### config.mk
export PLATFORM = sky130hd
export DESIGN_NAME = thermo_alert
export DESIGN_NICKNAME = d
export VERILOG_FILES = /design/src/rtl/thermo_alert_pkg.sv /design/src/rtl/thermo_cmp.sv /design/src/rtl/thermo_fault_queue.sv /design/src/rtl/thermo_alert_fsm.sv /design/src/rtl/thermo_alert.sv
export SDC_FILE = /design/constraint.sdc
export NUM_CORES = 1
export LEC_CHECK = 0
export ABC_AREA = 1
export CAP_MARGIN = 15
export CORE_UTILIZATION = 43
export DETAILED_ROUTE_END_ITERATION = 7
export HOLD_SLACK_MARGIN = 0.15
export PLACE_DENSITY_LB_ADDON = 0.05
export SETUP_SLACK_MARGIN = 0.2
export SYNTH_ARGS = -nofsm -noshare
export SYNTH_HDL_FRONTEND = slang
export SYNTH_SLANG_ARGS = --single-unit
### constraint.sdc
create_clock -name clk -period 2.2 [get_ports clk]
set_input_delay 0.33 -clock clk [delete_from_list [all_inputs] [get_ports clk]]
set_output_delay 0.33 -clock clk [all_outputs]
set_load 0.01 [all_outputs]
### src/rtl/thermo_alert_pkg.sv
package thermo_alert_pkg;

   // Width of the consecutive-fault counter; must hold the largest run (6).
   localparam int RUN_CW = 3;

   typedef enum logic [1:0] {
      ST_ARM_HI = 2'b00,
      ST_ON_HI  = 2'b01,
      ST_ARM_LO = 2'b10,
      ST_ON_LO  = 2'b11
   } alert_st_e;

   // Decode of the run-length code into the number of conversions needed.
   function automatic logic [RUN_CW-1:0] run_need(input logic [1:0] code);
      logic [RUN_CW-1:0] n;
      case (code)
         2'b00:   n = RUN_CW'(1);
         2'b01:   n = RUN_CW'(2);
         2'b10:   n = RUN_CW'(4);
         default: n = RUN_CW'(6);
      endcase
      return n;
   endfunction

endpackage

### src/rtl/thermo_cmp.sv
module thermo_cmp #(
   parameter int TEMP_W     = 12,
   parameter bit SIGNED_CMP = 1'b1
) (
   input  logic [TEMP_W-1:0] temp,
   input  logic [TEMP_W-1:0] lim_hi,
   input  logic [TEMP_W-1:0] lim_lo,
   output logic              at_or_above_hi,
   output logic              below_lo
);

   generate
      if (TEMP_W < 2) begin : g_bad_width
         $error("thermo_cmp: TEMP_W must be at least 2");
      end

      if (SIGNED_CMP) begin : g_signed
         always_comb begin
            at_or_above_hi = $signed(temp) >= $signed(lim_hi);
            below_lo       = $signed(temp) <  $signed(lim_lo);
         end
      end else begin : g_unsigned
         always_comb begin
            at_or_above_hi = temp >= lim_hi;
            below_lo       = temp <  lim_lo;
         end
      end
   endgenerate

endmodule

### src/rtl/thermo_fault_queue.sv
module thermo_fault_queue
   import thermo_alert_pkg::*;
#(
   parameter int CW = RUN_CW
) (
   input  logic          clk,
   input  logic          rst_n,
   input  logic          clr,
   input  logic          sample,
   input  logic          fault,
   input  logic [CW-1:0] need,
   output logic          qual
);

   localparam int SUM_W = CW + 1;

   logic [CW-1:0]    run_q;
   logic [SUM_W-1:0] run_next;

   generate
      if (CW < 3) begin : g_bad_cw
         $error("thermo_fault_queue: counter too narrow for a run of 6");
      end
   endgenerate

   assign run_next = {1'b0, run_q} + SUM_W'(1);
   assign qual     = sample && fault && (run_next >= {1'b0, need});

   always_ff @(posedge clk or negedge rst_n) begin
      if (!rst_n) begin
         run_q <= '0;
      end else if (clr) begin
         run_q <= '0;
      end else if (sample) begin
         if (fault && !qual) run_q <= run_next[CW-1:0];
         else                run_q <= '0;
      end
   end

   // A strobed non-fault result empties the run.
   p_break_empties_r10: assert property (@(posedge clk) disable iff (!rst_n)
      (sample && !fault && !clr) |=> (run_q == '0));

   // A general clear empties the run.
   p_clear_empties_r7: assert property (@(posedge clk) disable iff (!rst_n)
      clr |=> (run_q == '0));

endmodule

### src/rtl/thermo_alert_fsm.sv
module thermo_alert_fsm
   import thermo_alert_pkg::*;
(
   input  logic clk,
   input  logic rst_n,
   input  logic int_mode,
   input  logic conv_valid,
   input  logic qual,
   input  logic rd_pulse,
   input  logic win_pulse,
   input  logic shutdown,
   input  logic gc_reset,
   output logic watch_lo,
   output logic count_en,
   output logic run_clr,
   output logic active,
   output logic hi_cause
);

   alert_st_e st_q, st_d;
   logic      sd_q;
   logic      kill;
   logic      ext_clr;

   assign kill    = gc_reset || (shutdown && !sd_q);
   assign ext_clr = int_mode && (rd_pulse || win_pulse);
   assign run_clr = kill;

   always_comb begin
      st_d = st_q;
      unique case (st_q)
         ST_ARM_HI: if (qual) st_d = ST_ON_HI;
         ST_ON_HI: begin
            if (int_mode) begin
               if (ext_clr) st_d = ST_ARM_LO;
            end else if (qual) begin
               st_d = ST_ARM_HI;
            end
         end
         ST_ARM_LO: begin
            if (!int_mode)  st_d = ST_ARM_HI;
            else if (qual)  st_d = ST_ON_LO;
         end
         ST_ON_LO: begin
            if (!int_mode || ext_clr) st_d = ST_ARM_HI;
         end
         default: st_d = ST_ARM_HI;
      endcase
      if (kill) st_d = ST_ARM_HI;
   end

   always_ff @(posedge clk or negedge rst_n) begin
      if (!rst_n) begin
         st_q <= ST_ARM_HI;
         sd_q <= 1'b0;
      end else begin
         st_q <= st_d;
         sd_q <= shutdown;
      end
   end

   always_comb begin
      watch_lo = (st_q == ST_ARM_LO) || ((st_q == ST_ON_HI) && !int_mode);
      count_en = (st_q == ST_ARM_HI)
               || ((st_q == ST_ARM_LO) && int_mode)
               || ((st_q == ST_ON_HI) && !int_mode);
      active   = (st_q == ST_ON_HI) || (st_q == ST_ON_LO);
      hi_cause = (st_q == ST_ON_HI);
   end

   // The alert only turns on as the result of a strobed conversion.
   p_on_needs_conv_r2: assert property (@(posedge clk) disable iff (!rst_n)
      $rose(active) |-> $past(conv_valid));

   // Level mode: without a conversion, reads and wins leave the alert on.
   p_level_holds_r3: assert property (@(posedge clk) disable iff (!rst_n)
      (!int_mode && active && !conv_valid && !gc_reset && !shutdown) |=> active);

   // Event mode: a read or a win clears the alert.
   p_event_clear_r4: assert property (@(posedge clk) disable iff (!rst_n)
      (int_mode && active && (rd_pulse || win_pulse)) |=> !active);

   // Entering shutdown clears the alert.
   p_shutdown_clears_r6: assert property (@(posedge clk) disable iff (!rst_n)
      $rose(shutdown) |=> !active);

   // General-call reset clears alert and cause.
   p_gc_clears_r7: assert property (@(posedge clk) disable iff (!rst_n)
      gc_reset |=> (!active && !hi_cause));

endmodule

### src/rtl/thermo_alert.sv
module thermo_alert
   import thermo_alert_pkg::*;
#(
   parameter int TEMP_W     = 12,
   parameter int FQ_W       = 2,
   parameter bit SIGNED_CMP = 1'b1
) (
   input  logic              clk,
   input  logic              rst_n,
   input  logic              conv_valid,
   input  logic [TEMP_W-1:0] conv_temp,
   input  logic [TEMP_W-1:0] lim_hi,
   input  logic [TEMP_W-1:0] lim_lo,
   input  logic              cfg_int_mode,
   input  logic              cfg_pol,
   input  logic [FQ_W-1:0]   cfg_fq,
   input  logic              reg_rd_pulse,
   input  logic              ar_win_pulse,
   input  logic              shutdown,
   input  logic              gc_reset,
   output logic              alert_pin,
   output logic              ar_status
);

   localparam int CW = RUN_CW;

   logic          at_hi, below_lo;
   logic          watch_lo, count_en, run_clr;
   logic          qual, alert_active;
   logic [CW-1:0] need;

   generate
      if (FQ_W != 2) begin : g_bad_fq
         $error("thermo_alert: FQ_W must be 2");
      end
   endgenerate

   assign need = run_need(cfg_fq);

   thermo_cmp #(
      .TEMP_W     (TEMP_W),
      .SIGNED_CMP (SIGNED_CMP)
   ) u_cmp (
      .temp           (conv_temp),
      .lim_hi         (lim_hi),
      .lim_lo         (lim_lo),
      .at_or_above_hi (at_hi),
      .below_lo       (below_lo)
   );

   thermo_fault_queue #(.CW(CW)) u_queue (
      .clk    (clk),
      .rst_n  (rst_n),
      .clr    (run_clr),
      .sample (conv_valid && count_en),
      .fault  (watch_lo ? below_lo : at_hi),
      .need   (need),
      .qual   (qual)
   );

   thermo_alert_fsm u_fsm (
      .clk        (clk),
      .rst_n      (rst_n),
      .int_mode   (cfg_int_mode),
      .conv_valid (conv_valid),
      .qual       (qual),
      .rd_pulse   (reg_rd_pulse),
      .win_pulse  (ar_win_pulse),
      .shutdown   (shutdown),
      .gc_reset   (gc_reset),
      .watch_lo   (watch_lo),
      .count_en   (count_en),
      .run_clr    (run_clr),
      .active     (alert_active),
      .hi_cause   (ar_status)
   );

   assign alert_pin = cfg_pol ? alert_active : !alert_active;

   // The pin only moves when the alert state or the polarity moves.
   p_pin_follows_r8: assert property (@(posedge clk) disable iff (!rst_n)
      ($stable(cfg_pol) && $stable(alert_active)) |-> $stable(alert_pin));

   // A high-caused alert is always an active alert.
   p_cause_implies_on_r5: assert property (@(posedge clk) disable iff (!rst_n)
      ar_status |-> alert_active);

endmodule

==> key figures <==
Outcome
  – Status: completed

Drt
  – Routed WL: 2730 um
  – DRT Pass-1 Iters: 4
  – DR DRC count: 0
  – Post-DRT Antenna Nets: 0
  – Vias per inst: 4.76
  – Via Count: 1300
  – Drt wl/cell: 10.0 um
  – Initial DRC count: 26

STA
  – Rel. slew slack: 79.4%
  – Clk_skew: 0.00428 ns
  – Final Hold Fails: 0
  – Tcrit/Tclk final: 86.8%
  – Min Tclk post-route: 1.91 ns
  – Total negative slack: 0 ns
  – Final count of pins violating max slew: 0
  – Slew @ Worst Pin: 0.309 ns
  – Final worst-path setup slack: 0.290 ns
  – RSZ-0062 raised after global routing: no
  – Fin Hold WS: 0.323 ns
  – Fmax: 524 MHz
  – Final setup viols: 0

Synthesis
  – Synthesized Nets: 262
  – Synthesized area: 1180 um2
  – Post-synth EDFFs: 0
  – Syn_area_per_cell: 6.26 um2
  – Mux cell area share after synthesis: 0%
  – Main area contributors after synthesis: ha_1 (29%), nand2_1 (16%), inv_1 (15%)
  – Synth Warn #: 0
  – XOR/XNOR Fraction of Synth Area: 1.49%
  – Register bit total from synthesis: 6
  – Mapped Cells: 188
  – Synth Flop Type: dfrtp_1
  – Synth Area in Adders: 28.7%
  – Commonest cells in the synthesized netlist: nand2_1 (51), inv_1 (46), ha_1 (27)
  – Yosys top cell area share: 28.7%
  – Most common cell in the netlist: nand2_1
  – Area leader, netlist: ha_1
  – Post-synthesis sequential area ratio: 12.8%
  – Unique masters post-synth: 22
  – Synth Area in Compound Gates: 6.49%
  – Simple-gate share of the synthesized area: 34.9%
  – FFs w/ async S/R, synth: 100%
  – Largest family of logic cells by synthesized area: simple AND/OR/NAND/NOR gates

Critical path
  – Crit path cell chain: clkdlybuf4s50_1 -> inv_1 -> ha_4 -> nand2_1 -> nor2_2 -> and2_4 -> nand2_2 -> nand3_2 -> nand2_1 -> nand3_2 -> nand3_2 -> nand2_2 -> nand2_2 -> nand2_1 -> nand2_1
  – Reg2Reg Setup Slack: 0.32 ns
  – CP Data Required Time: 2.33 ns
  – Crit path arrival time: 2.04 ns
  – CP max FO: 3
  – Crit end category: flip-flop
  – CP max stage cell: clkdlybuf4s50_1
  – Crit Path Class: in -> reg
  – Reg-to-reg endpoint: u_fsm.st_q[0]
  – Reg2Reg Depth: 12
  – RR Startpoint: u_queue.run_q[0]
  – Crit-path max cell delay: 0.46 ns
  – Most used cell along the critical path: nand2_1
  – Setup crit start kind: primary input

Clock network
  – CTS sink cnt: 6
  – Clk pin slew, worst setup/hold paths: 0.05 ns
  – H-tree Lvls: 1
  – Clock buffer depth: 2
  – CTS hold repair buffers: 0
  – Cts bufs inserted: 3
  – Clock root cell: clkbuf_4
  – Clock latency on the worst-skew pair: 0.24 ns
  – CTS tree: done

Placement
  – Placed inst area: 1700 um2
  – # port buffers: 48
  – GP Congestion: 0.759
  – Placement Setup Slack: -0.0215 ns
  – Dpl cells: 267
  – HPWL Detailed: 2320 um

Floorplanning
  – CORE AREA: 2520 um2
  – Die Height: 54.3 um
  – Die area: 2950 um2
  – Ports: 49
  – Die width: 54.3 um
  – Initial core utilization: 46.6%
  – Cell Rows: 18

Layout
  – End-of-flow core utilization: 74.3%
  – Fraction of final layout cells with drive strength greater than 1: 16.5%
  – Post-route insts no fill: 273
  – Antenna cells: 0
  – Finished Cell Area: 1870 um2
  – Area delta synth->final: 59.4%
  – Net count, final: 319

Global routing
  – Largest net degree at the start of global routing: 8
  – Gr usage total: 18.1%
  – Number of global-route vias before repair: 1093
  – Global-route congestion overflow total: 0
  – First-pass GRT wire length: 3970 um
  – Initial antenna violation count: 0

Pwr
  – PwrDens: 305 nW/um2
  – Total power: 0.571 mW
  – Maximum vdd drop: 331 uV
  – Leakage: 1.10 nW

Run
  – Max-Cap Viols: 0

Worst hold path
  – Hold WC Path Type: in -> async
## report_power, final
group	leakage, nW	internal (mW)	switching (mW)
sequential	0.0799	0.119	0.00906
combinational	1.01	0.184	0.161
clock	0.0138	0.0615	0.0371
total	1.10	0.364	0.207
## layout by cell type, fill, tap and decap left out, drive strengths merged
cell type | synthesis | routed
nand2 | 55 | 55
inv | 49 | 49
clkdlybuf4s50 | 0 | 39
ha | 27 | 27
nand3 | 16 | 16
nor2 | 13 | 13
dlymetal6s2s | 0 | 9
a21oi | 7 | 7
dfrtp | 6 | 6
o21ai | 6 | 6
buf | 0 | 4
clkbuf | 0 | 3
nand4 | 2 | 2
xor2 | 1 | 1
xnor2 | 1 | 1
and2 | 1 | 1
a21o | 1 | 1
nand3b | 1 | 1
nor3 | 1 | 1
or2 | 1 | 1
## worst max-delay path by stage
stage                      from             to  cells past startpoint
2_1_floorplan  u_queue.run_q[0]  u_fsm.st_q[0]                     12
3_3_place_gp         lim_hi[11]  u_fsm.st_q[0]                     15
3_5_place_dp         lim_hi[11]  u_fsm.st_q[0]                     15
4_1_cts              lim_hi[11]  u_fsm.st_q[0]                     15
5_1_grt              lim_hi[11]  u_fsm.st_q[0]                     15
6_report             lim_hi[11]  u_fsm.st_q[0]                     15
## worst max-delay path, delay by kind of cell
kind | cells | cell delay, ns
adders and majority gates | 1 | 0.27
buffers and inverters | 2 | 0.53
and+or+nand+nor | 12 | 0.89
## state kept, by name, indices dropped and copies added (netlist names)
signal / flops
u_fsm.st_q: 2
u_queue.run_q: 3
u_fsm.sd_q: 1
## metal layers
metal  GRT usage [%]  wire [um]  up-vias
met3            2.50        112        0
met5               0          0        -
li1                -          -      694
met4            1.28          0        0
met1            18.9       1130      575
met2            38.2       1490       31
## final cells by class
cell class	count	area (um2)
clock buffers	3	22.5
fillers	206	648
inverters	49	184
multi-input cells	133	947
flip-flops and latches	6	150
well taps	30	37.5
repair buffers	52	533
## timing repair
| action | CTS | global route |
|---|---|---|
| setup buffers | 0 | 3 |
| resized for setup | 0 | 28 |
| endpoints found under the setup margin | 0 | 4 |
## logic make-up after synthesis
kind of cell / count (synthesis)
fa+ha+maj: 27
compound gates: 14
flops: 6
buf+inv: 49
xor+xnor: 2
simple gates: 90
No activity file was read; power rests on OpenSTA's default activity.
